--- config.mk ---
export PLATFORM = sky130hd
export DESIGN_NAME = ofdm_bit_shuffler
export DESIGN_NICKNAME = d
export VERILOG_FILES = /design/src/rtl/ileave_pkg.sv /design/src/rtl/perm_index_gen.sv /design/src/rtl/ofdm_bit_shuffler.sv
export SDC_FILE = /design/constraint.sdc
export NUM_CORES = 1
export LEC_CHECK = 0
export BUFFER_PORTS_ARGS = -buffer_cell sky130_fd_sc_hd__buf_2
export CAP_MARGIN = 10
export CORE_UTILIZATION = 30
export DETAILED_ROUTE_END_ITERATION = 10
export HOLD_SLACK_MARGIN = 0.1
export SLEW_MARGIN = 20
export SYNTH_ARGS = -nofsm -noshare
export SYNTH_HDL_FRONTEND = slang
export SYNTH_SLANG_ARGS = --single-unit
--- constraint.sdc ---
create_clock -name clk -period 3.35 [get_ports clk]
set_clock_uncertainty 0.15 [all_clocks]
set_input_delay 0.1675 -clock clk [delete_from_list [all_inputs] [get_ports clk]]
set_output_delay 0.1675 -clock clk [all_outputs]
set_load 0.005 [all_outputs]
--- src/rtl/ileave_pkg.sv ---
package ileave_pkg;
    typedef enum logic {
        ORDER_GATHER  = 1'b0,
        ORDER_SCATTER = 1'b1
    } order_e;
endpackage

--- src/rtl/perm_index_gen.sv ---
module perm_index_gen #(
    parameter int SIZE  = 52,
    parameter int DEPTH = 13,
    parameter int BPSC  = 1,
    parameter int ROT   = 0
) (
    input  logic                    clk,
    input  logic                    rst_n,
    input  logic                    advance,
    output logic [$clog2(SIZE)-1:0] seq_o,
    output logic [$clog2(SIZE)-1:0] perm_o,
    output logic                    last_o
);
    localparam int ROWS  = SIZE / DEPTH;
    localparam int GRP   = (BPSC / 2 > 1) ? BPSC / 2 : 1;
    localparam int SHIFT = (BPSC * ROT) % SIZE;
    localparam int OFF   = (SIZE - SHIFT) % SIZE;
    localparam int KW    = $clog2(SIZE);
    localparam int CW    = (DEPTH > 1) ? $clog2(DEPTH) : 1;
    localparam int RW    = (ROWS > 1) ? $clog2(ROWS) : 1;

    // base holds the first-stage index i; col equals floor(DEPTH*i/SIZE)
    typedef struct packed {
        logic [KW-1:0] k;
        logic [CW-1:0] col;
        logic [RW-1:0] row;
        logic [KW-1:0] base;
    } gen_t;

    gen_t          g_d, g_q;
    logic [KW-1:0] grp_idx;
    logic [KW:0]   rot_sum;

    always_comb begin
        g_d = g_q;
        if (advance) begin
            if (g_q.k == KW'(SIZE - 1)) begin
                g_d = '0;
            end else begin
                g_d.k = g_q.k + KW'(1);
                if (g_q.col == CW'(DEPTH - 1)) begin
                    g_d.col  = '0;
                    g_d.row  = g_q.row + RW'(1);
                    g_d.base = KW'(g_q.row) + KW'(1);
                end else begin
                    g_d.col  = g_q.col + CW'(1);
                    g_d.base = g_q.base + KW'(ROWS);
                end
            end
        end
    end

    always_ff @(posedge clk or negedge rst_n) begin
        if (!rst_n) g_q <= '0;
        else        g_q <= g_d;
    end

    generate
        if (GRP == 1) begin : g_no_group
            assign grp_idx = g_q.base;
        end else begin : g_group
            int unsigned iv, cv;
            always_comb begin
                iv      = 32'(g_q.base);
                cv      = 32'(g_q.col);
                grp_idx = KW'((iv / GRP) * GRP + (iv + SIZE - cv) % GRP);
            end
        end
    endgenerate

    always_comb begin
        rot_sum = {1'b0, grp_idx} + (KW+1)'(OFF);
        if (rot_sum >= (KW+1)'(SIZE)) rot_sum = rot_sum - (KW+1)'(SIZE);
    end

    assign perm_o = rot_sum[KW-1:0];
    assign seq_o  = g_q.k;
    assign last_o = (g_q.k == KW'(SIZE - 1));

    assert_perm_in_block_R2: assert property (@(posedge clk) disable iff (!rst_n)
        perm_o < KW'(SIZE));
    assert_index_held_R8: assert property (@(posedge clk) disable iff (!rst_n)
        !advance |=> $stable(perm_o) && $stable(seq_o));
endmodule

--- src/rtl/ofdm_bit_shuffler.sv ---
module ofdm_bit_shuffler
    import ileave_pkg::*;
#(
    parameter int SIZE  = 52,
    parameter int DEPTH = 13,
    parameter int BPSC  = 1,
    parameter int ROT   = 0
) (
    input  logic clk,
    input  logic rst_n,
    input  logic in_valid,
    input  logic in_bit,
    input  logic in_mode,
    output logic in_ready,
    output logic out_valid,
    output logic out_bit,
    input  logic out_ready
);
    localparam int KW  = $clog2(SIZE);
    localparam int NBUF = 2;

    typedef struct packed {
        logic [NBUF-1:0][SIZE-1:0] mem;
        logic [NBUF-1:0]           full;
        logic [NBUF-1:0]           mode;
        logic                      wsel;
        logic                      rsel;
    } core_t;

    core_t                    c_d, c_q;
    logic                     wr_fire, rd_fire;
    logic [NBUF-1:0][KW-1:0]  seq, perm;
    logic [NBUF-1:0]          last;
    order_e                   wmode, rmode;
    logic [KW-1:0]            waddr, raddr;

    // side 0 walks the loading block, side 1 the draining block
    generate
        for (genvar g = 0; g < NBUF; g++) begin : g_side
            perm_index_gen #(
                .SIZE(SIZE), .DEPTH(DEPTH), .BPSC(BPSC), .ROT(ROT)
            ) u_gen (
                .clk    (clk),
                .rst_n  (rst_n),
                .advance((g == 0) ? wr_fire : rd_fire),
                .seq_o  (seq[g]),
                .perm_o (perm[g]),
                .last_o (last[g])
            );
        end
    endgenerate

    always_comb begin
        c_d       = c_q;
        in_ready  = !c_q.full[c_q.wsel];
        wr_fire   = in_valid && in_ready;
        wmode     = (seq[0] == '0) ? order_e'(in_mode) : order_e'(c_q.mode[c_q.wsel]);
        waddr     = (wmode == ORDER_SCATTER) ? perm[0] : seq[0];
        if (wr_fire) begin
            c_d.mem[c_q.wsel][waddr] = in_bit;
            c_d.mode[c_q.wsel]       = wmode;
            if (last[0]) begin
                c_d.full[c_q.wsel] = 1'b1;
                c_d.wsel           = !c_q.wsel;
            end
        end

        out_valid = c_q.full[c_q.rsel];
        rmode     = order_e'(c_q.mode[c_q.rsel]);
        raddr     = (rmode == ORDER_GATHER) ? perm[1] : seq[1];
        out_bit   = c_q.mem[c_q.rsel][raddr];
        rd_fire   = out_valid && out_ready;
        if (rd_fire && last[1]) begin
            c_d.full[c_q.rsel] = 1'b0;
            c_d.rsel           = !c_q.rsel;
        end
    end

    always_ff @(posedge clk or negedge rst_n) begin
        if (!rst_n) c_q <= '0;
        else        c_q <= c_d;
    end

    assert_stall_only_when_full_R6: assert property (@(posedge clk) disable iff (!rst_n)
        !in_ready |-> out_valid);
    assert_valid_after_load_R7: assert property (@(posedge clk) disable iff (!rst_n)
        (wr_fire && last[0]) |=> out_valid);
    assert_output_hold_R8: assert property (@(posedge clk) disable iff (!rst_n)
        (out_valid && !out_ready) |=> out_valid && $stable(out_bit));
    assert_mode_kept_in_block_R5: assert property (@(posedge clk) disable iff (!rst_n)
        (wr_fire && seq[0] != '0) |=> $stable(c_q.mode));
endmodule

==> impl_results.md <==
* Run status: finished with violations
* Violated checks: negative setup slack
* Hold/Removal Path Class: input port to flip-flop
* Fraction of final layout cells with drive strength greater than 1 at 32.3%
* Number of port buffers at 8
* Proportion of power drawn by combinational gates at 37.5%
* Fraction of the core area covered by cells at the end of the flow at 37.6%
* Cts bufs inserted at 17
* Setup slack, reg-to-reg at 0.15 ns
* Met3 GRT Util at 2.69%
* Global routing usage on met2 at 23.4%
* Std-Cell Rows at 59
* Core area at 26300 µm²
* Most frequently used flop master after synthesis: dfrtp_1
* Iter 0 DRT Violations at 445
* Initial antenna violation count at 0
* Share of total power consumed by net switching at 34.9%
* Hold path cells at 4
* Cell internal pwr at 4.77 mW
* CTS H-Tree Depth at 4
* Root buffer cell: clkbuf_16
* TritonCTS clock tree: yes
* Count of final hold-check violations at 0
* Gate Count Post-Synth at 737
* Effective utilization at floorplan at 30.8%
* Unrepaired setup endpoints after global routing: true
* Clock slew at reported path FFs at 0.06 ns
* Arrival time at the worst endpoint at 3.15 ns
* Final setup violating endpoints at 1
* Final worst path period share at 104%
* Layout fillers at 2537
* Via count at 5779
* Final antenna diode count at 0
* Sort of element at the end of the critical path: primary output
* Height of the die at 166 µm
* Total of max-cap violations at 0
* Peak supply drop at 0.481 mV
* Final critical path time including I/O delays and setup at 3.47 ns
* Routing layer with the top usage in global route: met2
* Critical path class: flip-flop to primary output
* Vias per Instance at 5.04
* Achievable frequency at 0.288 GHz
* Count of pins on the block boundary at 9
* Transition at the pin with the smallest max-transition slack at 0.657 ns
* Area of the die at 27700 µm²
* Critical Path Fanout Max at 7
* Net count of the mapped netlist at 758
* Data required time of the worst path at 3.03 ns
* Antenna Violating Nets Remaining at 0
* CP Launch Type: flip-flop
* Chip Width at 166 µm
* Area grow syn2layout at 22.0%
* Commonest cells after routing, fill and taps aside: 143 x dfrtp_1, 109 x nand2_1, 95 x mux2_2
* FF+latch count, synth at 146
* Worst hold margin at 0.112 ns
* Global-route congestion overflow total at 0
* Detailed-placement wirelength estimate at 12600 µm
* Power after layout at 7.32 mW
* Final routed DRC violation total at 0
* Startpoint of the most critical register-to-register path: g_side[0].u_gen.grp_idx[3]
* Leading cell type in the layout, fill and taps excluded: dfrtp_1
* Total count of max-transition violations in the final report at 0
* Async set-or-reset flop fraction in the synthesized netlist at 100%
* Final-stage net count at 820
* Depth of the worst register-to-register path at 11
* Clock sink count at 146
* Part of the power in registers at 32.8%
* Post-detailed-routing wire length at 19200 µm
* Fin worst setup slack at -0.119 ns
* Switching power at 2.55 mW
* Maximum count of clock buffers along a single path at 2
* Length of the first detailed-routing pass in iterations at 4
* First-pass GRT wire length at 31300 µm
* Mean Syn Cell Area at 11.0 µm²
* Count of cell types in the netlist at 55
* Met1 track demand over resource in global routing at 19.4%
* Total power divided by cell area at 741 nW/µm²
* Count of warnings emitted by yosys at 0
* Clock latency at the later pin of the worst-skew pair at 0.42 ns
* Max transition margin at 56.1%
* Average routed wire per standard cell at 16.7 µm
* Total standard cell area after synthesis at 8100 µm²
* EDFF count, synth at 0
* Via count of the first global-routing pass at 5763
* Clock group share of total power at 29.7%
* Hold EP: c_q[2]
* Worst reg2reg endpoint: c_q[37]
* Final weighted congestion in routability-driven placement at 0.811
* Maximum number of pins on one net before global-route repair at 83
* GRT Total Usage at 14.4%
* Sequential fraction of the synthesis area at 45.1%
* Leakage component of the power at 4.56 nW
* HP Start: in_mode
[critical path: stages, from the launching register on]
cell and delay, ns:
dfrtp_2 0.41, buf_4 0.15, inv_4 0.07, ha_4 0.13, nor2b_2 0.06, o2111a_1 0.26, or3b_4 0.49, mux4_2 0.48
nor3b_2 0.21, a2111oi_2 0.06, a211oi_2 0.24, buf_2 0.16
[final cells by class]
type	count	area, µm²	share of cell area (%)
Clock buffer	19	433	4.38
Multi-Input combinational cell	544	4450	45.0
Timing Repair Buffer	76	639	6.47
Sequential cell	146	3660	37.0
Inverter	14	55.1	0.557
Clock inverter	13	233	2.35
Tap cell	335	419	4.24
[routing by layer]
metal | part of all wire (%) | vias up
li1 | - | 2763
met1 | 47 | 2918
met2 | 48 | 79
met3 | 3.6 | 19
met4 | 1.5 | 0
met5 | 0 | -
[logic make-up after synthesis]
group                    Yosys count  synth area share (%)
buffers and inverters             48                  2.44
multiplexers                     192                  28.4
AO/OA/AOI/OAI                     85                  6.72
AND/OR/NAND/NOR                  246                  14.5
adder cells (fa/ha/maj)           15                  2.32
flip-flops                       146                  45.1
XOR/XNOR                           5                 0.541
[Yosys cell counts (all sizes together), types with 5 or more instances]
cell type    n  area [µm²]
nor2        73         274
nor3         8        40.0
inv         14        52.6
mux2i       59         603
and2         5        31.3
dfrtp      146        3650
mux2       116        1310
a21oi        6        30.0
nand3        9        45.0
ha          15         188
a31oi        8        50.1
clkbuf      26        97.6
buf          8        47.5
nand4       13        81.3
xnor2        5        43.8
o21ai       39         199
mux4        17         383
nor4         8         140
a21o         7        52.6
nand2      109         409
[power by group through the flow]
stage,Clock [mW],Sequential [mW],Combinational [mW]
after floorplan,0,2.35,1.69
after global placement,0,2.43,2.36
after detailed placement,0,2.44,2.40
after CTS,2.21,2.40,2.59
after global routing,2.29,2.46,2.98
final,2.17,2.40,2.75
[registers in the layout, summed over array words and instances, names as in the netlist]
name and count:
g_side.u_gen.g_q 12, c_q 110, g_side.u_gen.grp_idx 12, g_side.u_gen.seq_o 12
[through the flow]
| step | setup TNS, ns | setup slack, ns | cells | instance area, µm² |
|---|---|---|---|---|
| finish | -0.119 | -0.119 | 1147 | 9880 |
| global route | -0.201 | -0.185 | 1147 | 9880 |
| CTS | -0.0682 | -0.0682 | 1140 | 9780 |
| detailed placement | -0.0383 | -0.0294 | 1086 | 8770 |
| global placement | -0.0182 | -0.0182 | 1086 | 8770 |
| floorplan | 0 | 0.101 | 737 | 8100 |
[how the worst max path moves through the flow]
stage / from / slack (ns) / endpoint / cells after the start
after detailed placement: g_side[1].u_gen.grp_idx[2] / -0.03 / out_bit / 10
after global placement: g_side[1].u_gen.grp_idx[2] / -0.02 / out_bit / 10
after global routing: c_q[0] / -0.19 / out_bit / 9
final: g_side[1].u_gen.grp_idx[2] / -0.12 / out_bit / 11
after floorplan: g_side[0].u_gen.seq_o[0] / 0.10 / c_q[100] / 8
after CTS: c_q[0] / -0.07 / out_bit / 10
[timing repair]
| item | CTS | global route |
|---|---|---|
| hold endpoints to repair | 66 | 0 |
| gates cloned | 0 | 1 |
| resized for setup | 37 | 9 |
| hold buffers | 3 | 0 |
| endpoints found under the setup margin | 6 | 104 |
| buffers inserted | 20 | 6 |
| pin swaps | 9 | 3 |
Power figures use the tool's default switching activity.
